--- src/rtl/seg_guard_pkg.sv ---
`timescale 1ns/1ps
package seg_guard_pkg;
  localparam int OFF_W   = 32;
  localparam int SEL_W   = 16;
  localparam int DESC_W  = 64;
  localparam int LIM_W   = 20;
  localparam int GRAN_SH = 12;
  localparam int SHORT_W = 16;
  localparam int SIZE_W  = 2;
  localparam int PL_W    = 2;
  localparam int TYP_W   = 4;
  localparam int KIND_W  = 2;
  localparam int CAUSE_W = 3;
  localparam int SPAN_W  = OFF_W + 1;

  localparam logic [KIND_W-1:0] KIND_FETCH = 2'd0;
  localparam logic [KIND_W-1:0] KIND_READ  = 2'd1;
  localparam logic [KIND_W-1:0] KIND_WRITE = 2'd2;

  typedef enum logic [CAUSE_W-1:0] {
    CAUSE_NONE   = 3'd0,
    CAUSE_ABSENT = 3'd1,
    CAUSE_LIMIT  = 3'd2,
    CAUSE_TYPE   = 3'd3,
    CAUSE_PRIV   = 3'd4
  } cause_t;

  typedef struct packed {
    logic [SEL_W-1:0] sel;
    logic [OFF_W-1:0] base;
    logic [OFF_W-1:0] lim_eff;
    logic             present;
    logic [PL_W-1:0]  dpl;
    logic             mem;
    logic [TYP_W-1:0] typ;
    logic             big;
  } seg_entry_t;

  // byte limit or page-scaled limit
  function automatic logic [OFF_W-1:0] scale_limit(input logic [LIM_W-1:0] raw,
                                                   input logic gran);
    if (gran) scale_limit = OFF_W'({raw, {GRAN_SH{1'b1}}});
    else      scale_limit = OFF_W'(raw);
  endfunction

  // 16-bit segments see only the low offset half
  function automatic logic [OFF_W-1:0] fold_offset(input logic [OFF_W-1:0] off,
                                                   input logic big);
    if (big) fold_offset = off;
    else     fold_offset = OFF_W'(off[SHORT_W-1:0]);
  endfunction

  // address of the last byte touched, one bit wider than the offset
  function automatic logic [SPAN_W-1:0] span_end(input logic [OFF_W-1:0] off,
                                                 input logic [SIZE_W-1:0] size);
    span_end = SPAN_W'(off) + SPAN_W'((1 << size) - 1);
  endfunction

  // exec bit is type[3]; type[1] is readable for code, writable for data
  function automatic logic type_permits(input logic [TYP_W-1:0] typ,
                                        input logic mem,
                                        input logic [KIND_W-1:0] kind);
    logic exe;
    logic rw;
    exe = typ[3];
    rw  = typ[1];
    type_permits = 1'b0;
    if (mem) begin
      case (kind)
        KIND_FETCH: type_permits = exe;
        KIND_READ:  type_permits = !exe || rw;
        KIND_WRITE: type_permits = !exe && rw;
        default:    type_permits = 1'b0;
      endcase
    end
  endfunction

  // priority absent > type > privilege > limit
  function automatic cause_t pick_cause(input logic absent, input logic type_bad,
                                        input logic priv_bad, input logic lim_bad);
    if (absent)        pick_cause = CAUSE_ABSENT;
    else if (type_bad) pick_cause = CAUSE_TYPE;
    else if (priv_bad) pick_cause = CAUSE_PRIV;
    else if (lim_bad)  pick_cause = CAUSE_LIMIT;
    else               pick_cause = CAUSE_NONE;
  endfunction
endpackage

--- src/rtl/seg_desc_decode.sv ---
`timescale 1ns/1ps
module seg_desc_decode
  import seg_guard_pkg::*;
(
  input  logic [DESC_W-1:0] desc,
  input  logic [SEL_W-1:0]  sel,
  output seg_entry_t        ent
);
  // field positions inside the 8-byte descriptor
  localparam int LIM_LO_W   = 16;
  localparam int BASE_LO_AT = 16;
  localparam int BASE_LO_W  = 24;
  localparam int ATTR_AT    = 40;
  localparam int ATTR_W     = 8;
  localparam int LIM_HI_AT  = 48;
  localparam int LIM_HI_W   = LIM_W - LIM_LO_W;
  localparam int BIG_BIT    = 54;
  localparam int GRAN_BIT   = 55;
  localparam int BASE_HI_AT = 56;
  localparam int BASE_HI_W  = OFF_W - BASE_LO_W;

  logic [ATTR_W-1:0] attr;
  logic [LIM_W-1:0]  raw_lim;
  logic [OFF_W-1:0]  raw_base;
  logic [1:0]        unused_flags;

  assign attr     = desc[ATTR_AT +: ATTR_W];
  assign raw_lim  = {desc[LIM_HI_AT +: LIM_HI_W], desc[0 +: LIM_LO_W]};
  assign raw_base = {desc[BASE_HI_AT +: BASE_HI_W], desc[BASE_LO_AT +: BASE_LO_W]};
  assign unused_flags = desc[BIG_BIT-1 -: 2];

  always_comb begin
    ent.sel     = sel;
    ent.base    = raw_base;
    ent.lim_eff = scale_limit(raw_lim, desc[GRAN_BIT]);
    ent.present = attr[7];
    ent.dpl     = attr[6:5];
    ent.mem     = attr[4];
    ent.typ     = attr[TYP_W-1:0];
    ent.big     = desc[BIG_BIT];
  end
endmodule

--- src/rtl/seg_cache_bank.sv ---
`timescale 1ns/1ps
module seg_cache_bank
  import seg_guard_pkg::*;
#(
  parameter int NUM_SEG = 6,
  parameter int IDX_W   = 3
) (
  input  logic             clk,
  input  logic             rst_n,
  input  logic             wr_en,
  input  logic [IDX_W-1:0] wr_idx,
  input  seg_entry_t       wr_ent,
  input  logic [IDX_W-1:0] rd_idx,
  output seg_entry_t       rd_ent,
  output logic             rd_hit
);
  seg_entry_t        bank [NUM_SEG];
  logic [NUM_SEG-1:0] slot_we;

  genvar g;
  generate
    for (g = 0; g < NUM_SEG; g++) begin : g_we
      assign slot_we[g] = wr_en && (wr_idx == IDX_W'(g));
    end
  endgenerate

  // reset clears presence; R2 write lands on the next edge
  always_ff @(posedge clk) begin
    for (int i = 0; i < NUM_SEG; i++) begin
      if (!rst_n)          bank[i] <= '0;
      else if (slot_we[i]) bank[i] <= wr_ent;
    end
  end

  // indices past the bank read as a miss
  always_comb begin
    rd_ent = '0;
    rd_hit = 1'b0;
    for (int i = 0; i < NUM_SEG; i++) begin
      if (rd_idx == IDX_W'(i)) begin
        rd_ent = bank[i];
        rd_hit = 1'b1;
      end
    end
  end
endmodule

--- src/rtl/seg_access_check.sv ---
`timescale 1ns/1ps
module seg_access_check
  import seg_guard_pkg::*;
(
  input  logic              valid,
  input  logic              hit,
  input  logic              present,
  input  logic [PL_W-1:0]   dpl,
  input  logic              mem,
  input  logic [TYP_W-1:0]  typ,
  input  logic              big,
  input  logic [OFF_W-1:0]  base,
  input  logic [OFF_W-1:0]  lim_eff,
  input  logic [OFF_W-1:0]  off,
  input  logic [KIND_W-1:0] kind,
  input  logic [SIZE_W-1:0] size,
  input  logic [PL_W-1:0]   cpl,
  output logic [OFF_W-1:0]  lin,
  output logic              fault,
  output logic [CAUSE_W-1:0] cause,
  output logic [OFF_W-1:0]  off_eff,
  output logic [SPAN_W-1:0] span_last
);
  logic   absent;
  logic   type_bad;
  logic   priv_bad;
  logic   lim_bad;
  cause_t why;
  logic   unused_typ;

  assign unused_typ = ^{typ[2], typ[0]};


  assign off_eff   = fold_offset(off, big);
  assign span_last = span_end(off_eff, size);


  assign absent   = !hit || !present;

  assign type_bad = !type_permits(typ, mem, kind);

  assign priv_bad = cpl > dpl;

  assign lim_bad  = span_last > SPAN_W'(lim_eff);


  assign why   = valid ? pick_cause(absent, type_bad, priv_bad, lim_bad) : CAUSE_NONE;
  assign cause = why;
  assign fault = valid && (absent || type_bad || priv_bad || lim_bad);


  assign lin = base + off_eff;
endmodule

--- src/rtl/seg_guard.sv ---
`timescale 1ns/1ps
module seg_guard
  import seg_guard_pkg::*;
#(
  parameter int NUM_SEG = 6,
  parameter int IDX_W   = 3
) (
  input  logic               clk,
  input  logic               rst_n,
  input  logic               ld_valid,
  input  logic [IDX_W-1:0]   ld_seg,
  input  logic [SEL_W-1:0]   ld_sel,
  input  logic [DESC_W-1:0]  ld_desc,
  input  logic               acc_valid,
  input  logic [IDX_W-1:0]   acc_seg,
  input  logic [OFF_W-1:0]   acc_off,
  input  logic [KIND_W-1:0]  acc_kind,
  input  logic [SIZE_W-1:0]  acc_size,
  input  logic [PL_W-1:0]    acc_cpl,
  output logic [OFF_W-1:0]   acc_lin,
  output logic               acc_fault,
  output logic [CAUSE_W-1:0] acc_cause,
  output logic [SEL_W-1:0]   acc_sel
);
  // named internal events, observed by the bound checker
  seg_entry_t        ld_ent;
  seg_entry_t        cur_ent;
  logic              cur_hit;
  logic              ld_present;
  logic              cur_present;
  logic [PL_W-1:0]   cur_dpl;
  logic              cur_exec;
  logic [OFF_W-1:0]  cur_base;
  logic [OFF_W-1:0]  cur_lim;
  logic [OFF_W-1:0]  off_eff;
  logic [SPAN_W-1:0] span_last;

  seg_desc_decode u_dec (
    .desc (ld_desc),
    .sel  (ld_sel),
    .ent  (ld_ent)
  );

  seg_cache_bank #(.NUM_SEG(NUM_SEG), .IDX_W(IDX_W)) u_bank (
    .clk    (clk),
    .rst_n  (rst_n),
    .wr_en  (ld_valid),
    .wr_idx (ld_seg),
    .wr_ent (ld_ent),
    .rd_idx (acc_seg),
    .rd_ent (cur_ent),
    .rd_hit (cur_hit)
  );

  seg_access_check u_chk (
    .valid     (acc_valid),
    .hit       (cur_hit),
    .present   (cur_ent.present),
    .dpl       (cur_ent.dpl),
    .mem       (cur_ent.mem),
    .typ       (cur_ent.typ),
    .big       (cur_ent.big),
    .base      (cur_ent.base),
    .lim_eff   (cur_ent.lim_eff),
    .off       (acc_off),
    .kind      (acc_kind),
    .size      (acc_size),
    .cpl       (acc_cpl),
    .lin       (acc_lin),
    .fault     (acc_fault),
    .cause     (acc_cause),
    .off_eff   (off_eff),
    .span_last (span_last)
  );

  // selector of the addressed entry
  assign acc_sel     = cur_ent.sel;
  assign ld_present  = ld_ent.present;
  assign cur_present = cur_hit && cur_ent.present;
  assign cur_dpl     = cur_ent.dpl;
  assign cur_exec    = cur_ent.typ[3];
  assign cur_base    = cur_ent.base;
  assign cur_lim     = cur_ent.lim_eff;
endmodule

--- config.mk ---
export PLATFORM = sky130hd
export DESIGN_NAME = seg_guard
export DESIGN_NICKNAME = d
export VERILOG_FILES = /design/src/rtl/seg_guard_pkg.sv /design/src/rtl/seg_desc_decode.sv /design/src/rtl/seg_cache_bank.sv /design/src/rtl/seg_access_check.sv /design/src/rtl/seg_guard.sv
export SDC_FILE = /design/constraint.sdc
export NUM_CORES = 1
export LEC_CHECK = 0
export BUFFER_PORTS_ARGS = -buffer_cell sky130_fd_sc_hd__buf_2
export CAP_MARGIN = 20
export CORE_MARGIN = 2
export CORE_UTILIZATION = 38
export CTS_BUF_LIST = sky130_fd_sc_hd__clkbuf_8
export DETAILED_ROUTE_END_ITERATION = 12
export PLACE_DENSITY = 0.51
export SYNTH_ARGS = -nofsm -noshare
export SYNTH_HDL_FRONTEND = slang
export SYNTH_SLANG_ARGS = --single-unit
export TNS_END_PERCENT = 5
--- constraint.sdc ---
create_clock -name clk -period 9 [get_ports clk]
set_input_delay 0.45 -clock clk [delete_from_list [all_inputs] [get_ports clk]]
set_output_delay 0.45 -clock clk [all_outputs]
set_load 0.02 [all_outputs]
### Word-level counts from Yosys, hierarchy flattened

Memories as Yosys holds them, arrays and structs flattened.
Cells that the tools add are included.

* memory bits (writable): 534
* word-level logic and storage cells: 91
* output and inout port bits: 52
* memories kept: 1
* register bits: 0
* input bits: 128

Memories
* u_bank.bank: depth 6, bits a word 89, rd ports 6, clocked after Yosys merged registers in 0, write ports 6, RTL line seg_cache_bank.sv:17 `seg_entry_t bank [NUM_SEG];`

* add/sub/neg operators: 3
* bitwise logic cells: 6
* order comparisons: 2
* shifts and indexed selects: 1
* reduce and logical (&&, ||, !) cells: 20
* multiplexer cells: 46
* equal/unequal tests: 12

Operator list (number)
* 89-bit 2-to-1 mux: 12
* 32-bit 2-to-1 mux: 2
* 32-bit by 33-bit adder with 33-bit output: 1
* 33-bit by 32-bit greater-than comparator with 1-bit output: 1
* 1-bit by 2-bit left shift with 33-bit output, first input constant: 1
* 33-bit by 2-bit subtractor with 33-bit output, second input constant: 1
* 32-bit adder: 1
* 1-bit 2-to-1 mux: 26
* 3-bit by 2-bit == test with 1-bit output, second input constant: 4
* 3-bit == test, second input constant: 4
* 3-bit 2-to-1 mux: 4
* 1-bit logical AND: 8
* 3-bit by 1-bit == test with 1-bit output, second input constant: 2
* 3-bit zero test: 2
* 1-bit bitwise OR: 6
* 1-bit logical OR: 5
* 1-bit zero test: 4
* 1-bit case mux with 3 select lines: 1
* 2-bit by 1-bit == test with 1-bit output, second input constant: 1
* 2-bit == test, second input constant: 1
* 2-bit greater-than comparator: 1
* 2-bit zero test: 1
* 2-bit 2-to-1 mux: 1

### Longest topological paths before layout

Gate-level depths: netlist (run 1).

* depth after elaboration: 16
* mapped depth: 24

### Hierarchy

A second synthesis (run 1) with hierarchy kept.

* cell total of the unflattened synthesis: 2469
* area, all modules: 29508.3 µm²

By module, submodules not included
* seg_cache_bank: times used 1, seq. area each 16035.4 µm², cells each 1758, area each 24444.7 µm²
* seg_access_check: times used 1, seq. area each 0.0 µm², cells each 619, area each 4349.2 µm²
* seg_desc_decode: times used 1, seq. area each 0.0 µm², cells each 92, area each 714.4 µm²

### Worst setup path after synthesis (run 1)

OpenSTA, ideal clock, no wires.

* path kind: input -> register
* start point: input ld_seg[2]
* end point: memory u_bank.bank[0][0] (netlist bit) (enable)
* path buffers: 0
* library setup time: 661 ps
* path slack: 1267 ps
* data required time: 8339 ps
* stages on the path: 2
* arrival time: 7072 ps
* cells stage by stage: nand2b_1 > o31ai_1

RTL lines
* from (decl): RTL line seg_guard.sv:11 `input logic [IDX_W-1:0] ld_seg,`
* to (decl): RTL line seg_cache_bank.sv:17

### Final worst setup path (run 1)

* start point: input acc_size[1]
* end point: output acc_fault

* word-level cells in the longest chain between the ends: 6

RTL lines
* from (decl): RTL line seg_guard.sv:18 `input logic [SIZE_W-1:0] acc_size,`
* 1-bit by 2-bit left shift with 33-bit output: RTL line seg_guard_pkg.sv:56 `span_end = SPAN_W'(off) + SPAN_W'((1 << size) - 1);`
* 33-bit by 2-bit subtractor with 33-bit output: RTL line seg_guard_pkg.sv:56
* 32-bit by 33-bit adder with 33-bit output: RTL line seg_guard_pkg.sv:56
* 33-bit by 32-bit greater-than comparator with 1-bit output: RTL line seg_access_check.sv:44 `assign lim_bad = span_last > SPAN_W'(lim_eff);`
* 1-bit logical OR: RTL line seg_access_check.sv:49 `assign fault = valid && (absent || type_bad || priv_bad || lim_bad);`
* 1-bit logical AND: RTL line seg_access_check.sv:49
* to (decl): RTL line seg_guard.sv:21 `output logic acc_fault,`

No other way between the ends.

==> results of run 1 <==
-- placed cells by master, fill, tap and decap left out, types with 17 or more instances in the layout --
cell      synthesis  layout
edfxtp_1        522     522
nor2_1          302     296
and2_1          283     283
buf_2            12     173
nand2_1         125     124
mux2i_1         109     109
o21ai_0         105     101
clkbuf_8          0      93
inv_1            60      91
ha_1             87      87
a21oi_1          83      83
mux4_2           66      66
and3_1           56      56
xnor2_1          41      41
a21o_1           33      33
buf_4             1      33
nand3_1          27      26
clkinv_1          0      25
xor2_1           17      17
-- per-layer routing --
layer	track usage (%)	up-vias	wire length, um
met4	5.91	16	1460
met1	29.0	9491	35300
met3	3.21	110	4620
li1	-	8729	-
met5	0	-	99
met2	38.3	520	41400
-- cell usage after synthesis, drive strengths merged, types with 41 or more instances --
cell	count
nor2	302
clkbuf	102
ha	87
and3	56
o21ai	111
xnor2	41
mux2i	109
inv	60
edfxtp	522
and2	283
nand2	126
mux4	66
a21oi	84
-- worst max-delay path: cells and delay by family --
family,cells,cell delay (ps)
buf+inv,4,590
xor+xnor,1,100
simple gates,3,750
fa+ha+maj,4,1280
compound gates,12,3250
-- power groups by stage --
stage / registers [W] / logic [W] / clock network [W]
after floorplan: 0.00294 / 0.000714 / 0
after global placement: 0.00292 / 0.00108 / 0
after detailed placement: 0.00293 / 0.00110 / 0
after CTS: 0.00288 / 0.00110 / 0.00198
after global routing: 0.00289 / 0.00120 / 0.00208
final: 0.00288 / 0.00109 / 0.00193
-- worst paths after layout --
kind         from                  end  slack [ps]
max   acc_size[1]            acc_fault        2120
min    ld_sel[12]  u_bank.bank[1][174]         110
-- stage by stage --
step | util, % | area (um2)
2_1_floorplan | - | 27600
3_3_place_gp | 41.1 | 29500
3_5_place_dp | 41.1 | 29500
4_1_cts | 43.3 | 31100
5_1_grt | 43.3 | 31100
6_report | 43.3 | 31100
-- cell type report --
type | instances | area [um2] | area share [%]
clock inverter | 66 | 275 | 0.886
antenna | 6 | 15.0 | 0.0483
inverter | 60 | 225 | 0.725
tap | 950 | 1190 | 3.83
sequential | 522 | 15700 | 50.4
timing repair buffer | 209 | 1160 | 3.73
clock buffer | 93 | 1280 | 4.12
multi-input combinational | 1570 | 11300 | 36.2
-- cells by family after synthesis --
logic type      after synthesis
compound gates              349
xor+xnor                     58
fa+ha+maj                    91
buf+inv                     195
flops                       522
mux                         189
simple gates                883
==> flow_summary.toml, run 1 <==
[setup_path]
cpMaxStageDelayCell = "a2111oi_0"
path_cells = "buf_2, nand2b_1, ha_1, inv_1, ha_1, fa_1, a21o_1, a21oi_1, o21ai_0, a2111oi_0, o31ai_1, a221o_1, a221oi_1, o311ai_1, a21oi_1, xnor2_1, ha_1, nand3_1, nor4_1, a31oi_1, o21ai_0, buf_4, a41oi_1, buf_2"
cpMostUsedCell = "ha_1"
critPathCaptureType = "output pin"
crit_type = "primary input to output pin"
arrival_ps = 6430
start_kind = "primary input"
cp_max_fo = 4
cpPeakStageDelay_ps = 590
required_ps = 8550

[clocking]
clock-sinks = 522
ctsRootBufferMaster = "clkbuf_8"
ctsHoldBuffers = 0
clkTransAtPathRegs_ps = 60
cts_buffer_depth = 3
cts_made_buffers = 90
cts_setup_buffers = 0
tritoncts = "yes"
cts_resized = 0
h-tree-depth = 3

[pwr]
power_frac_clock_pct = 32.7
p_int_w = 0.00419
seqPwrFrac_pct = 48.8
swShare_pct = 29.0
power_frac_comb_pct = 18.5
powerDensity_nw_per_um2 = 190
finalPower_w = 0.00590
switchingPower_w = 0.00171
power.leakage_nw = 12.2
irDropWorstVdd_mv = 0.0943

[routing]
routedWlPerCell_um = 23.8
vias_per_cell = 5.43
drt-total-wl_um = 82800
drtIter0Drc = 1451
drc_errors = 0
dr.pass1.iters = 5
vias = 18866
ant_nets = 0

[synthesis]
yosysTopAreaCell = "edfxtp_1"
yosys_register_bits = 522
syn_inst = 2287
yosysWarnings = 0
async_reset_ff_share_pct = 0
synthAdderAreaFrac_pct = 4.16
synth_compound_area_share_pct = 8.30
synth-simple-area-share_pct = 16.1
synth_top_cell_area_share_pct = 56.8
synth_top_family_by_area = "simple AND/OR/NAND/NOR gates"
ys_types = 86
synthesis.nets = 2504
seq_area_frac_synth_pct = 56.8
synth_ff_type = "edfxtp_1"
synth-xor-area-share_pct = 1.84
synth.area.mux_share_pct = 9.92
synth_area_um2 = 27600
synth-edff-count = 522
synth.top_cells.by_area = "edfxtp_1, and2_1, mux4_2"
syn_area_per_cell_um2 = 12.1

[finish]
fin_nets = 2670
fillers = 6853
final_layout_size_suffix_gt1_share_pct = 17.2
largest_reg_flops = 522
final_cells = 3476
top_register = "u_bank.bank"
areaGrowthSynthToFinish_pct = 12.7
reg_top3 = "u_bank.bank (522)"

[placement]
hpwl_um = 50000
port_buffers = 175
place_ws_ps = 2180
post-place-cells = 3311
gp_congestion = 0.868

[job]
maxCapViolations = 0

[hold_path]
hold_class = "primary input to register"
min_path_cells = 2

[timing]
setup_viol = 0
slew_viol_final = 0
rsz0062_at_grt = "false"
period_share_pct = 76.5
setup_slack_ps = 2120
slew-limit-headroom_pct = 19.0
finalCriticalPeriod_ps = 6880
whs_ps = 111
hold_viol = 0
setup_tns_ps = 0
max_freq_mhz = 145
worst_pin_slew_ps = 1200

[grt]
grt_pass1_wl_um = 123000
overflow = 0
grt_max_degree = 94
grt_usage_pct = 22.1
grt_pass1_vias = 19517
antenna_found_initial = 20

[floorplan]
die-area_um2 = 74800
die_w_um = 273
boundaryPins = 180
rows = 98
coreArea_um2 = 71700
die_h_um = 273
initial_utilization_pct = 38.5

[run_status]
status = "finished, final reports clean"
No activity file was read; power rests on OpenSTA's default activity.
==> inputs of run 2 (changes only) <==
--- a/config.mk
+++ b/config.mk
@@ -5,13 +5,14 @@
 export SDC_FILE = /design/constraint.sdc
 export NUM_CORES = 1
 export LEC_CHECK = 0
+export ABC_AREA = 1
 export BUFFER_PORTS_ARGS = -buffer_cell sky130_fd_sc_hd__buf_2
 export CAP_MARGIN = 20
 export CORE_MARGIN = 2
 export CORE_UTILIZATION = 38
 export CTS_BUF_LIST = sky130_fd_sc_hd__clkbuf_8
 export DETAILED_ROUTE_END_ITERATION = 12
-export PLACE_DENSITY = 0.51
+export PLACE_DENSITY = 0.53
 export SYNTH_ARGS = -nofsm -noshare
 export SYNTH_HDL_FRONTEND = slang
 export SYNTH_SLANG_ARGS = --single-unit
==> constraint.sdc (replaced) <==
create_clock -name clk -period 5.88 [get_ports clk]
set_input_delay 0.294 -clock clk [delete_from_list [all_inputs] [get_ports clk]]
set_output_delay 0.294 -clock clk [all_outputs]
set_load 0.02 [all_outputs]
==> flow_summary.toml, run 2 <==
[setup_path]
start_kind = "register"
cpPeakStageDelay_ps = 410
cp_num_cells = 21
crit_type = "register to output pin"
cp_max_fo = 21
arrival_ps = 5050
cpLargestDelayFamily = "simple AND/OR/NAND/NOR gates"
path_cells = "nand3_1, nand2_1, nor2_1, nand4_2, buf_4, nand2_1, inv_1, ha_1, a21oi_1, o21ai_0, a221oi_1, nand3_1, xor2_1, ha_1, nand2_1, nor4_1, nand4_1, nand2_1, nand3_1, o21a_1, buf_2"
path_buf_inv = 3
cpMostUsedCell = "nand2_1"
critPathCaptureType = "output pin"
cpMaxStageDelayCell = "ha_1"
required_ps = 5590

[synthesis]
async_reset_ff_share_pct = 0
ys_top_cells_by_count = "nor2_1, edfxtp_1, nand2_1"
syn_area_per_cell_um2 = 9.96
ys_types = 51
synth_ff_type = "edfxtp_1"
synthesis.nets = 2825
syn_inst = 2608
yosysWarnings = 0
yosysTopAreaCell = "edfxtp_1"
synth.top_cells.by_area = "edfxtp_1, nor2_1, nand2_1"
seq_area_frac_synth_pct = 60.3
yosys_register_bits = 522
synth-edff-count = 522
yosysMostFrequentCell = "nor2_1"
synth_top_cell_area_share_pct = 60.3
synth_area_um2 = 26000

[finish]
final_cell_mix = "nor2_1, edfxtp_1, nand2_1, inv_1, buf_2"
reg_top3 = "u_bank.bank (522)"
fin_nets = 3058
postLayoutCellArea_um2 = 30100
fillers = 6439
final_layout_size_suffix_gt1_share_pct = 13.0
top_register = "u_bank.bank"
seqCellArea_um2 = 15700
areaGrowthSynthToFinish_pct = 15.8
largest_reg_flops = 522
mostFrequentLayoutCell = "nor2_1"
final_cells = 3778
multiInputGateArea_um2 = 9200

[grt]
overflow = 0
antenna_found_initial = 2
grt_max_degree = 84
grt_pass1_vias = 20461
grt_pass1_wl_um = 123000
grt_usage_pct = 23.4

[timing]
whs_ps = 51.8
finalCriticalPeriod_ps = 5350
rsz0062_at_grt = "false"
setup_tns_ps = 0
setup_slack_ps = 532
worst_pin_slew_ps = 1140
period_share_pct = 90.9
slew_viol_final = 0
hold_viol = 0
setup_viol = 0
max_freq_mhz = 187
slew-limit-headroom_pct = 22.2

[clocking]
cts_buffer_depth = 3
clock-sinks = 522
tritoncts = "yes"
h-tree-depth = 3
cts_made_buffers = 87
clkTransAtPathRegs_ps = 60
ctsRootBufferMaster = "clkbuf_8"

[pwr]
power.leakage_nw = 12.4
switchingPower_w = 0.00269
p_int_w = 0.00648
seqPwrFrac_pct = 48.1
power_frac_comb_pct = 17.9
powerDensity_nw_per_um2 = 305
power_frac_clock_pct = 34.0
swShare_pct = 29.3
irDropWorstVdd_mv = 0.150

[hold_path]
min_path_cells = 3
hold_class = "primary input to register"

[placement]
place_area_um2 = 27900
hpwl_um = 49300
port_buffers = 175
gp_congestion = 0.936
place_ws_ps = 501
post-place-cells = 3570

[routing]
drtIter0Drc = 1465
vias = 19916
ant_nets = 0
dr.pass1.iters = 5
drc_errors = 0
drt-total-wl_um = 82400
vias_per_cell = 5.27
routedWlPerCell_um = 21.8

[floorplan]
die-area_um2 = 70500
boundaryPins = 180
die_h_um = 266
die_w_um = 266
coreArea_um2 = 67400
initial_utilization_pct = 38.6
rows = 95

[job]
maxCapViolations = 0

[run_status]
status = "finished, final reports clean"
[run 2: cell count changes in the layout (fill, tap and decap cells not counted), moves of 40 or more]
cell / previous run / this run
nand3_1: 26 / 97
and2_1: 283 / 2
mux2i_1: 109 / 8
mux4_2: 66 / 0
nand2_1: 124 / 470
and3_1: 56 / 0
o21ai_0: 101 / 52
inv_1: 91 / 197
nor2_1: 296 / 613
dlygate4sd3_1: 0 / 54
nand4_1: 12 / 52
[run 2: final cells by class]
type	instances	area share, %
clock buffer	87	3.98
sequential	522	52.1
inverter	192	2.40
antenna	2	0.0166
timing repair buffer	261	5.82
clock inverter	64	1.47
tap	873	3.63
multi-input combinational	1777	30.6
[run 2: per-layer routing]
layer | up-vias | routed length, um | global-route usage, % | part of all wire [%]
li1 | 9426 | - | - | -
met1 | 9806 | 36800 | 31.5 | 45
met2 | 564 | 39600 | 39.4 | 48
met3 | 120 | 4210 | 3.05 | 5.1
met4 | 0 | 1810 | 6.81 | 2.2
met5 | - | 0 | 0 | 0
[run 2: through the flow]
stage	total power (W)	util, %
after floorplan	0.00551	-
after global placement	0.00608	41.4
after detailed placement	0.00610	41.4
after CTS	0.00924	44.6
after global routing	0.00957	44.6
final	0.00917	44.6
[run 2: power groups by stage]
stage | clock (W) | combinational, W | sequential (W)
final | 0.00311 | 0.00164 | 0.00441
after global routing | 0.00332 | 0.00182 | 0.00443
after CTS | 0.00318 | 0.00165 | 0.00441
after detailed placement | 0 | 0.00162 | 0.00448
after global placement | 0 | 0.00161 | 0.00447
after floorplan | 0 | 0.00103 | 0.00448
[run 2: final timing paths]
path | start | endpoint | slack [ps]
hold / removal | ld_desc[30] | u_bank.bank[2][55] | 50
setup / recovery | u_bank.bank[0][89] | acc_fault | 530
[run 2: what timing repair did]
action	CTS	global route
setup endpoints to repair	0	2
hold buffers	54	0
buffers inserted	0	0
hold endpoints to repair	294	0
resized for setup	0	1
[run 2: logic make-up (layout without fill, tap and decap cells)]
logic type | after synthesis | in the layout | synth area share (%)
AO/OA/AOI/OAI | 323 | 323 | 8.15
XOR/XNOR | 58 | 58 | 1.95
adder cells (fa/ha/maj) | 89 | 89 | 4.34
buffers and inverters | 309 | 604 | 4.60
flip-flops | 522 | 522 | 60.3
multiplexers | 8 | 8 | 0.308
other | 0 | 2 | 0
AND/OR/NAND/NOR | 1299 | 1299 | 20.3
[run 2: worst min-delay path, cell delays in order]
cell and delay, ps:
buf_2 110, inv_1 100, nor2_1 100
